[config.mk]
export PLATFORM = sky130hd
export DESIGN_NAME = sram_async_ctrl
export DESIGN_NICKNAME = d
export VERILOG_FILES = /design/src/rtl/sram_ctrl_pkg.sv /design/src/rtl/sram_cycle_timer.sv /design/src/rtl/sram_pin_decode.sv /design/src/rtl/sram_rd_capture.sv /design/src/rtl/sram_async_ctrl.sv
export SDC_FILE = /design/constraint.sdc
export NUM_CORES = 1
export LEC_CHECK = 0
export ABC_AREA = 1
export CAP_MARGIN = 15
export CORE_MARGIN = 1.5
export CORE_UTILIZATION = 25
export CTS_CLUSTER_DIAMETER = 120
export DETAILED_ROUTE_END_ITERATION = 10
export GPL_ROUTABILITY_DRIVEN = 0
export GPL_TIMING_DRIVEN = 0
export SYNTH_ARGS = -nofsm -noshare
export SYNTH_HDL_FRONTEND = slang
export SYNTH_SLANG_ARGS = --single-unit
[constraint.sdc]
create_clock -name clk_i -period 1.9 [get_ports clk_i]
set_input_delay 0.38 -clock clk_i [delete_from_list [all_inputs] [get_ports clk_i]]
set_output_delay 0.38 -clock clk_i [all_outputs]
set_load 0.05 [all_outputs]
[src/rtl/sram_ctrl_pkg.sv]
`timescale 1ns/1ps
package sram_ctrl_pkg;
  typedef enum logic [1:0] {
    ST_IDLE = 2'd0,
    ST_RD   = 2'd1,
    ST_WR   = 2'd2
  } sram_op_e;

  function automatic int unsigned cdiv(input int unsigned num, input int unsigned den);
    return (num + den - 1) / den;
  endfunction

  function automatic int unsigned umax(input int unsigned a, input int unsigned b);
    return (a > b) ? a : b;
  endfunction
endpackage

[src/rtl/sram_cycle_timer.sv]
`timescale 1ns/1ps
module sram_cycle_timer #(
  parameter int unsigned CNT_W = 4
) (
  input  logic             clk_i,
  input  logic             rst_ni,
  input  logic             clr_i,
  input  logic             run_i,
  output logic [CNT_W-1:0] cnt_o,
  output logic [CNT_W-1:0] nxt_o
);
  logic [CNT_W-1:0] cnt_q;

  always_comb begin
    if (clr_i)      nxt_o = '0;
    else if (run_i) nxt_o = cnt_q + CNT_W'(1);
    else            nxt_o = cnt_q;
  end

  always_ff @(posedge clk_i or negedge rst_ni) begin
    if (!rst_ni) cnt_q <= '0;
    else         cnt_q <= nxt_o;
  end

  assign cnt_o = cnt_q;
endmodule

[src/rtl/sram_pin_decode.sv]
`timescale 1ns/1ps
module sram_pin_decode
  import sram_ctrl_pkg::*;
#(
  parameter int unsigned CNT_W   = 4,
  parameter int unsigned WE_CYC  = 11,
  parameter int unsigned DIS_CYC = 5
) (
  input  sram_op_e         op_i,
  input  logic [CNT_W-1:0] cnt_i,
  output logic             cs_n_o,
  output logic             we_n_o,
  output logic             oe_n_o,
  output logic             dq_oe_o
);
  localparam logic [CNT_W-1:0] WE_END = CNT_W'(WE_CYC);
  localparam logic [CNT_W-1:0] DQ_ON  = CNT_W'(DIS_CYC);

  // levels for the cycle that op_i/cnt_i describe
  always_comb begin
    cs_n_o  = 1'b1;
    we_n_o  = 1'b1;
    oe_n_o  = 1'b1;
    dq_oe_o = 1'b0;
    unique case (op_i)
      ST_RD: begin
        cs_n_o = 1'b0;
        oe_n_o = 1'b0;
      end
      ST_WR: begin
        cs_n_o  = !(cnt_i < WE_END);
        we_n_o  = !(cnt_i < WE_END);
        dq_oe_o = (cnt_i >= DQ_ON) && (cnt_i <= WE_END);
      end
      default: ;
    endcase
  end
endmodule

[src/rtl/sram_rd_capture.sv]
`timescale 1ns/1ps
module sram_rd_capture #(
  parameter int unsigned DW = 8
) (
  input  logic          clk_i,
  input  logic          rst_ni,
  input  logic          take_i,
  input  logic [DW-1:0] dq_i,
  output logic          rsp_valid_o,
  output logic [DW-1:0] rsp_rdata_o
);
  always_ff @(posedge clk_i or negedge rst_ni) begin
    if (!rst_ni) begin
      rsp_valid_o <= 1'b0;
      rsp_rdata_o <= '0;
    end else begin
      rsp_valid_o <= take_i;
      if (take_i) rsp_rdata_o <= dq_i;
    end
  end
endmodule

[src/rtl/sram_async_ctrl.sv]
`timescale 1ns/1ps
module sram_async_ctrl
  import sram_ctrl_pkg::*;
#(
  parameter int unsigned AW            = 15,
  parameter int unsigned DW            = 8,
  parameter int unsigned CLK_PERIOD_NS = 5,
  parameter int unsigned T_RC_NS       = 70,
  parameter int unsigned T_WC_NS       = 70,
  parameter int unsigned T_WP_NS       = 55,
  parameter int unsigned T_DS_NS       = 30,
  parameter int unsigned T_DIS_NS      = 25
) (
  input  logic          clk_i,
  input  logic          rst_ni,
  input  logic          req_valid_i,
  output logic          req_ready_o,
  input  logic          req_we_i,
  input  logic [AW-1:0] req_addr_i,
  input  logic [DW-1:0] req_wdata_i,
  output logic          rsp_valid_o,
  output logic [DW-1:0] rsp_rdata_o,
  output logic [AW-1:0] ram_addr_o,
  output logic          ram_cs_no,
  output logic          ram_we_no,
  output logic          ram_oe_no,
  output logic [DW-1:0] ram_dq_o,
  output logic          ram_dq_oe_o,
  input  logic [DW-1:0] ram_dq_i
);
  localparam int unsigned RD_CYC  = umax(cdiv(T_RC_NS, CLK_PERIOD_NS), 1);
  localparam int unsigned DIS_CYC = cdiv(T_DIS_NS, CLK_PERIOD_NS);
  localparam int unsigned DS_CYC  = umax(cdiv(T_DS_NS, CLK_PERIOD_NS), 1);
  localparam int unsigned WE_CYC  = umax(cdiv(T_WP_NS, CLK_PERIOD_NS), DIS_CYC + DS_CYC);
  localparam int unsigned WR_CYC  = umax(cdiv(T_WC_NS, CLK_PERIOD_NS), WE_CYC + 1);
  localparam int unsigned CNT_W   = $clog2(umax(RD_CYC, WR_CYC) + 1);
  localparam logic [CNT_W-1:0] RD_LAST = CNT_W'(RD_CYC - 1);
  localparam logic [CNT_W-1:0] WR_LAST = CNT_W'(WR_CYC - 1);

  sram_op_e         state_q, nxt_state;
  logic [CNT_W-1:0] cnt_q, nxt_cnt;
  logic             accept, rd_done;
  logic             pin_cs_n, pin_we_n, pin_oe_n, pin_dq_oe;
  logic             cs_n_q, we_n_q, oe_n_q, dq_oe_q;
  logic [AW-1:0]    addr_q;
  logic [DW-1:0]    wdata_q;

  assign req_ready_o = (state_q == ST_IDLE);
  assign accept      = req_valid_i && req_ready_o;
  assign rd_done     = (state_q == ST_RD) && (cnt_q == RD_LAST);

  always_comb begin
    nxt_state = state_q;
    unique case (state_q)
      ST_IDLE: if (accept) nxt_state = req_we_i ? ST_WR : ST_RD;
      ST_RD:   if (cnt_q == RD_LAST) nxt_state = ST_IDLE;
      ST_WR:   if (cnt_q == WR_LAST) nxt_state = ST_IDLE;
      default: nxt_state = ST_IDLE;
    endcase
  end

  sram_cycle_timer #(.CNT_W(CNT_W)) u_timer (
    .clk_i  (clk_i),
    .rst_ni (rst_ni),
    .clr_i  (accept),
    .run_i  (state_q != ST_IDLE),
    .cnt_o  (cnt_q),
    .nxt_o  (nxt_cnt)
  );

  // pin levels decoded one cycle ahead, then registered
  sram_pin_decode #(
    .CNT_W   (CNT_W),
    .WE_CYC  (WE_CYC),
    .DIS_CYC (DIS_CYC)
  ) u_decode (
    .op_i    (nxt_state),
    .cnt_i   (nxt_cnt),
    .cs_n_o  (pin_cs_n),
    .we_n_o  (pin_we_n),
    .oe_n_o  (pin_oe_n),
    .dq_oe_o (pin_dq_oe)
  );

  always_ff @(posedge clk_i or negedge rst_ni) begin
    if (!rst_ni) begin
      state_q <= ST_IDLE;
      cs_n_q  <= 1'b1;
      we_n_q  <= 1'b1;
      oe_n_q  <= 1'b1;
      dq_oe_q <= 1'b0;
      addr_q  <= '0;
      wdata_q <= '0;
    end else begin
      state_q <= nxt_state;
      cs_n_q  <= pin_cs_n;
      we_n_q  <= pin_we_n;
      oe_n_q  <= pin_oe_n;
      dq_oe_q <= pin_dq_oe;
      if (accept)             addr_q  <= req_addr_i;
      if (accept && req_we_i) wdata_q <= req_wdata_i;
    end
  end

  sram_rd_capture #(.DW(DW)) u_capture (
    .clk_i       (clk_i),
    .rst_ni      (rst_ni),
    .take_i      (rd_done),
    .dq_i        (ram_dq_i),
    .rsp_valid_o (rsp_valid_o),
    .rsp_rdata_o (rsp_rdata_o)
  );

  assign ram_addr_o  = addr_q;
  assign ram_cs_no   = cs_n_q;
  assign ram_we_no   = we_n_q;
  assign ram_oe_no   = oe_n_q;
  assign ram_dq_o    = wdata_q;
  assign ram_dq_oe_o = dq_oe_q;

  // pulse-width monitors for the assertions
  logic [CNT_W-1:0] we_run_q, oe_run_q;
  always_ff @(posedge clk_i or negedge rst_ni) begin
    if (!rst_ni) begin
      we_run_q <= '0;
      oe_run_q <= '0;
    end else begin
      we_run_q <= ram_we_no ? '0 : we_run_q + CNT_W'(1);
      oe_run_q <= ram_oe_no ? '0 : oe_run_q + CNT_W'(1);
    end
  end

  assert_idle_deselect_R1: assert property (@(posedge clk_i) disable iff (!rst_ni)
    req_ready_o |-> (ram_cs_no && ram_we_no && ram_oe_no && !ram_dq_oe_o));
  assert_read_levels_R2: assert property (@(posedge clk_i) disable iff (!rst_ni)
    !ram_oe_no |-> (!ram_cs_no && ram_we_no));
  assert_oe_width_R2: assert property (@(posedge clk_i) disable iff (!rst_ni)
    $rose(ram_oe_no) |-> (oe_run_q >= CNT_W'(RD_CYC)));
  assert_rsp_pulse_R3: assert property (@(posedge clk_i) disable iff (!rst_ni)
    rsp_valid_o |=> !rsp_valid_o);
  assert_write_levels_R4: assert property (@(posedge clk_i) disable iff (!rst_ni)
    !ram_we_no |-> (ram_oe_no && !ram_cs_no));
  assert_we_width_R4: assert property (@(posedge clk_i) disable iff (!rst_ni)
    $rose(ram_we_no) |-> (we_run_q == CNT_W'(WE_CYC)));
  assert_dq_stable_R5: assert property (@(posedge clk_i) disable iff (!rst_ni)
    (ram_dq_oe_o && $past(ram_dq_oe_o)) |-> $stable(ram_dq_o));
  assert_addr_hold_R6: assert property (@(posedge clk_i) disable iff (!rst_ni)
    (!ram_cs_no && !$past(ram_cs_no)) |-> $stable(ram_addr_o));
  assert_no_fight_R7: assert property (@(posedge clk_i) disable iff (!rst_ni)
    !(ram_dq_oe_o && !ram_oe_no));
  assert_turnaround_R7: assert property (@(posedge clk_i) disable iff (!rst_ni)
    $fell(ram_oe_no) |-> !$past(ram_dq_oe_o));
  assert_busy_R8: assert property (@(posedge clk_i) disable iff (!rst_ni)
    (!ram_cs_no || ram_dq_oe_o) |-> !req_ready_o);
endmodule

**After elaboration in Yosys (flattened, before gate mapping)**

Cells that the tools add are included.

- Order comparisons: 3
- Eq/ne operators: 5
- Mux-type cells: 10
- Reduce and logical (&&, ||, !) cells: 8
- Add/subtract/negate cells: 1

Operators by type and width:

| kind | count |
|---|---|
| 2-to-1 mux 4 bit | 2 |
| 2-to-1 mux 2 bit | 3 |
| adder 4 x 1 -> 4 bit (second input constant) | 1 |
| == test 2 x 1 -> 1 bit (second input constant) | 2 |
| == test 2 bit (second input constant) | 2 |
| == test 4 bit (second input constant) | 1 |
| greater-or-equal comparator 4 x 3 -> 1 bit (second input constant) | 1 |
| less-or-equal comparator 4 bit (second input constant) | 1 |
| logical AND 1 bit | 4 |
| less-than comparator 4 bit (second input constant) | 1 |
| one-hot mux 2 bit (2 select lines) | 1 |
| 2-to-1 mux 1 bit | 3 |
| zero test 2 bit | 1 |
| one-hot mux 1 bit (2 select lines) | 1 |
| nonzero test 2 bit | 1 |
| OR reduction 2 bit | 1 |
| zero test 1 bit | 1 |

- Input port bits: 35
- Register bits after elaboration: 42

**Longest topological paths before layout**

- Depth in word-level cells: 6
- Depth in mapped cells: 11

**By module**

From an unflattened synthesis, not the netlist that was laid out.

- Cells, all modules: 203
- Area, all modules: 1,759.2 µm²

By module, submodules not included:

| module | seq. area each (µm²) | instances | cells an instance | area an instance (µm²) |
|---|---|---|---|---|
| sram_async_ctrl | 729.4 | 1 | 132 | 1,171.1 |
| sram_rd_capture | 225.2 | 1 | 35 | 330.3 |
| sram_cycle_timer | 100.1 | 1 | 22 | 188.9 |
| sram_pin_decode | 0.0 | 1 | 14 | 68.8 |

**Worst setup path after synthesis**

OpenSTA, ideal clock, no wires.

- Path type: register -> register
- From: register state_q[1]
- To: register addr_q[10], in the netlist ram_addr_o[10]
- Path buffers: 1
- Path slack: 111 ps
- Clock period less this slack: 1,789 ps
- Cell stages (with the launch flop): 6
- Data arrival time: 1,665 ps
- Cells stage by stage: dfrtp_1 inv_1 ha_1 nand2_1 buf_4 mux2_2

- Word-level cells in the longest chain between the ends: 2

Ends and longest elaborated chain:

| element | line | source |
|---|---|---|
| start, declared | sram_async_ctrl.sv:40 | `sram_op_e state_q, nxt_state;` |
| start signal, assigned | sram_async_ctrl.sv:95 | `state_q <= nxt_state;` |
| zero test 2 bit | sram_async_ctrl.sv:48 | `assign req_ready_o = (state_q == ST_IDLE);` |
| net req_ready_o | sram_async_ctrl.sv:17 | `output logic req_ready_o,` |
| logical AND 1 bit | sram_async_ctrl.sv:49 | `assign accept = req_valid_i && req_ready_o;` |
| end signal, assigned | sram_async_ctrl.sv:100 | `if (accept) addr_q <= req_addr_i;` |
| end, declared | sram_async_ctrl.sv:45 | `logic [AW-1:0] addr_q;` |

The timed path passes the listed nets, and every way through them passes these cells.
A chain may end at the register's enable or synchronous reset.

**Worst setup path in the final report**

- From: register u_capture.rsp_rdata_o[6]
- To: output port rsp_rdata_o[6]

RTL lines:

| element | line | source |
|---|---|---|
| start, declared | sram_rd_capture.sv:10 | `output logic [DW-1:0] rsp_rdata_o` |
| start signal, assigned | sram_rd_capture.sv:18 | `if (take_i) rsp_rdata_o <= dq_i;` |
| end, declared | sram_async_ctrl.sv:22 | `output logic [DW-1:0] rsp_rdata_o,` |

No word-level cell between the ends.

==> impl_metrics.tcl <==
set metrics [dict create \
    numCtsBuffers 5 \
    core_sq_um 7176 \
    first_global_vias 1436 \
    synth_cell_types 21 \
    first_iter_violations 74 \
    grt_max_degree 28 \
    synthMuxAreaShare_pct 14.05 \
    setup_tns_ns 0 \
    synth_top_family_by_area "simple AND/OR/NAND/NOR gates" \
    ios 72 \
    syn_to_final_growth_pct 52.07 \
    antenna_found_initial 0 \
    hold_slack_ns 0.4842 \
    ys_warn_count 0 \
    synth_xor_area_share_pct 0 \
    synthAdderAreaFrac_pct 3.394 \
    pwr-share-clk_pct 14.4 \
    worst_slew_pin_slew_ns 0.5103 \
    die_w_um 88.86 \
    period_share_pct 97.29 \
    htreeDepth 2 \
    min_path_type "reg2reg" \
    required_ns 1.52 \
    comb_power_share_pct 55.9 \
    cts_tree "yes" \
    status "completed" \
    finClkSkew_ns 0.007760 \
    r2r-end "ram_cs_no" \
    start_kind "register" \
    clk-insertion-delay-late_ns 0.29 \
    power.internal_w 0.002628 \
    critPathKind "reg2out" \
    cts_root_buffer "clkbuf_8" \
    syn-instance-count 172 \
    grt_usage_pct 10.92 \
    clkTransAtPathRegs_ns 0.08 \
    grt_pass1_wl_um 6527 \
    cts_buffer_depth 2 \
    leakage_nw 1.270 \
    syn_nets 212 \
    ant_nets 0 \
    critPathTopFamily "buffers and inverters" \
    power.switching_w 0.002184 \
    post_cts.repair.setup_buffers 0 \
    syn_area_per_cell_sq_um 10.72 \
    p_per_area_nw_per_um2 1717 \
    power_w 0.004812 \
    wl_um 3932 \
    clock_sinks 42 \
    grt_overflow 0 \
    fmax_mhz 541.0 \
    worst-path-stages 1 \
    die_h_um 88.86 \
    drcViolationCount 0 \
    min_from "u_capture.rsp_rdata_o[1]" \
    synth-compound-area-share_pct 1.494 \
    syn_area_sq_um 1843 \
    crit_arrival_ns 1.47 \
    dp_hpwl_um 2986 \
    rows 31 \
    critPathMaxFanout 2 \
    synth_seq_area_share_pct 57.23 \
    ir_drop_mv 0.7238 \
    hold_violations 0 \
    drt-pass1-iter-count 4 \
    sequentialPowerShare_pct 29.7 \
    slew_violations 0 \
    num_vias 1413 \
    antennaDiodeCount 0 \
    hold_path_end "u_capture.rsp_rdata_o[1]" \
    viasPerCell 4.014 \
    layout-drive-gt1-share_pct 18.18 \
    die-area_sq_um 7896 \
    end_kind "output port" \
    rrSetupSlack_ns 0.26 \
    min_period_ns 1.848 \
    nNetsFinal 292 \
    worstRegToRegCells 7 \
    crit_buf_inv 1 \
    switching_share_pct 45.39 \
    start_util_pct 25.68 \
    setup_violations 0 \
    hold_depth 2 \
    synth-simple-area-share_pct 18.94 \
    wl_per_cell_um 11.17 \
    slowest_stage "clkdlybuf4s50_1" \
    place.port_buffers 71 \
    crit_chain "clkdlybuf4s50_1" \
    rsz0062_at_grt "no" \
    max-cap-violations 0 \
    critPathMaxStageDelay_ns 0.81 \
    max_slew_margin_pct 65.87 \
    synth-seq-cells 42 \
    r2r_start "state_q[1]" \
]
## power groups by stage
| stage | Sequential [W] | Combinational, W | Clock, W |
|---|---|---|---|
| after floorplan | 0.00246 | 0.000853 | 0 |
| final | 0.00143 | 0.00269 | 0.000692 |
| after global routing | 0.00148 | 0.00288 | 0.000756 |
| after CTS | 0.00144 | 0.00273 | 0.000718 |
| after global placement | 0.00144 | 0.00272 | 0 |
| after detailed placement | 0.00145 | 0.00274 | 0 |
## cells in the mapped netlist
| library cell | number | area share, % |
|---|---|---|
| o21ai_1 | 1 | 0.27 |
| nand4_2 | 1 | 0.68 |
| a21oi_1 | 1 | 0.27 |
| o21bai_1 | 1 | 0.41 |
| buf_4 | 1 | 0.41 |
| mux2_2 | 23 | 14 |
| o21ai_0 | 2 | 0.54 |
| inv_2 | 1 | 0.20 |
| nor2_1 | 3 | 0.61 |
| buf_6 | 2 | 1.2 |
| or2_2 | 1 | 0.34 |
| dfstp_2 | 3 | 4.3 |
| nor2_2 | 3 | 1.0 |
| ha_1 | 5 | 3.4 |
| inv_1 | 14 | 2.9 |
| nand3_1 | 14 | 3.8 |
| nand3_2 | 1 | 0.54 |
| nand2_1 | 54 | 11 |
| clkinv_1 | 1 | 0.20 |
| nand3_4 | 1 | 0.95 |
| dfrtp_1 | 39 | 53 |
## layer usage
layer  part of all wire (%)  up-vias  global-route usage [%]
met5                      0        -                       0
met4                    2.1        0                   5.114
met3                    3.8        6                   2.892
met2                     49       32                   17.08
met1                     45      662                   14.08
li1                       -      713                       -
## area by class of cell
cell class                      instances  area, sq um
Buffer                                  3        30.03
Fill cell                             721         4373
Timing Repair Buffer                   73        729.5
Sequential cell                        42         1055
Inverter                               16        60.06
Tap cell                               99        123.9
Multi-Input combinational cell        111        698.2
Clock inverter                          1        30.03
Clock buffer                            7        76.32
## sequential cells by signal, indices dropped and copies added (netlist names)
register               flops
ram_oe_no                  1
u_capture.rsp_valid_o      1
state_q                    2
ram_we_no                  1
ram_cs_no                  1
ram_dq_o                   8
ram_dq_oe_o                1
u_timer.cnt_o              4
ram_addr_o                15
u_capture.rsp_rdata_o      8
## how the worst max path moves through the flow
stage                     slack [ns]                      from        endpoint
after detailed placement       -0.07                state_q[1]     req_ready_o
after CTS                       0.03                state_q[1]     req_ready_o
final                           0.05  u_capture.rsp_rdata_o[6]  rsp_rdata_o[6]
after floorplan                 0.11                state_q[1]  ram_addr_o[10]
after global placement         -0.71                    rst_ni     ram_dq_o[1]
after global routing           0.005  u_capture.rsp_rdata_o[4]  rsp_rdata_o[4]
## cells by family (layout without fill, tap and decap cells)
family	count (synthesis)	count (layout)
and+or+nand+nor	78	78
DFF	42	42
muxes	23	23
buffers and inverters	19	100
adders and majority gates	5	5
AOI/OAI and AO/OA	5	5
## placed cells by master, fill, tap and decap left out, types with 3 or more instances in the layout
cell             synthesis  layout
dfstp_2                  3       3
dlygate4sd2_1            0       3
ha_1                     5       5
nor2_1                   3       3
inv_1                   14      14
mux2_2                  23      23
dfrtp_1                 39      39
nand3_1                 14      14
clkbuf_8                 0       5
clkdlybuf4s50_1          0      65
nor2_2                   3       3
nand2_1                 54      54
## through the flow
step / util [%] / worst slack [ns] / cell area, sq um / cells
5_1_grt: 39.06 / 0.004823 / 2803 / 352
2_1_floorplan: - / 0.1106 / 1843 / 172
3_3_place_gp: 37.31 / -0.7067 / 2678 / 342
3_5_place_dp: 37.52 / -0.07242 / 2693 / 343
6_report: 39.06 / 0.05153 / 2803 / 352
4_1_cts: 39.11 / 0.02641 / 2806 / 352
## timing repair
item	CTS	global route
cloned	0	0
endpoints found under the hold margin	8	0
resized for setup	6	3
endpoints found under the setup margin	4	2
hold buffers	1	0
Power figures use the tool's default switching activity.
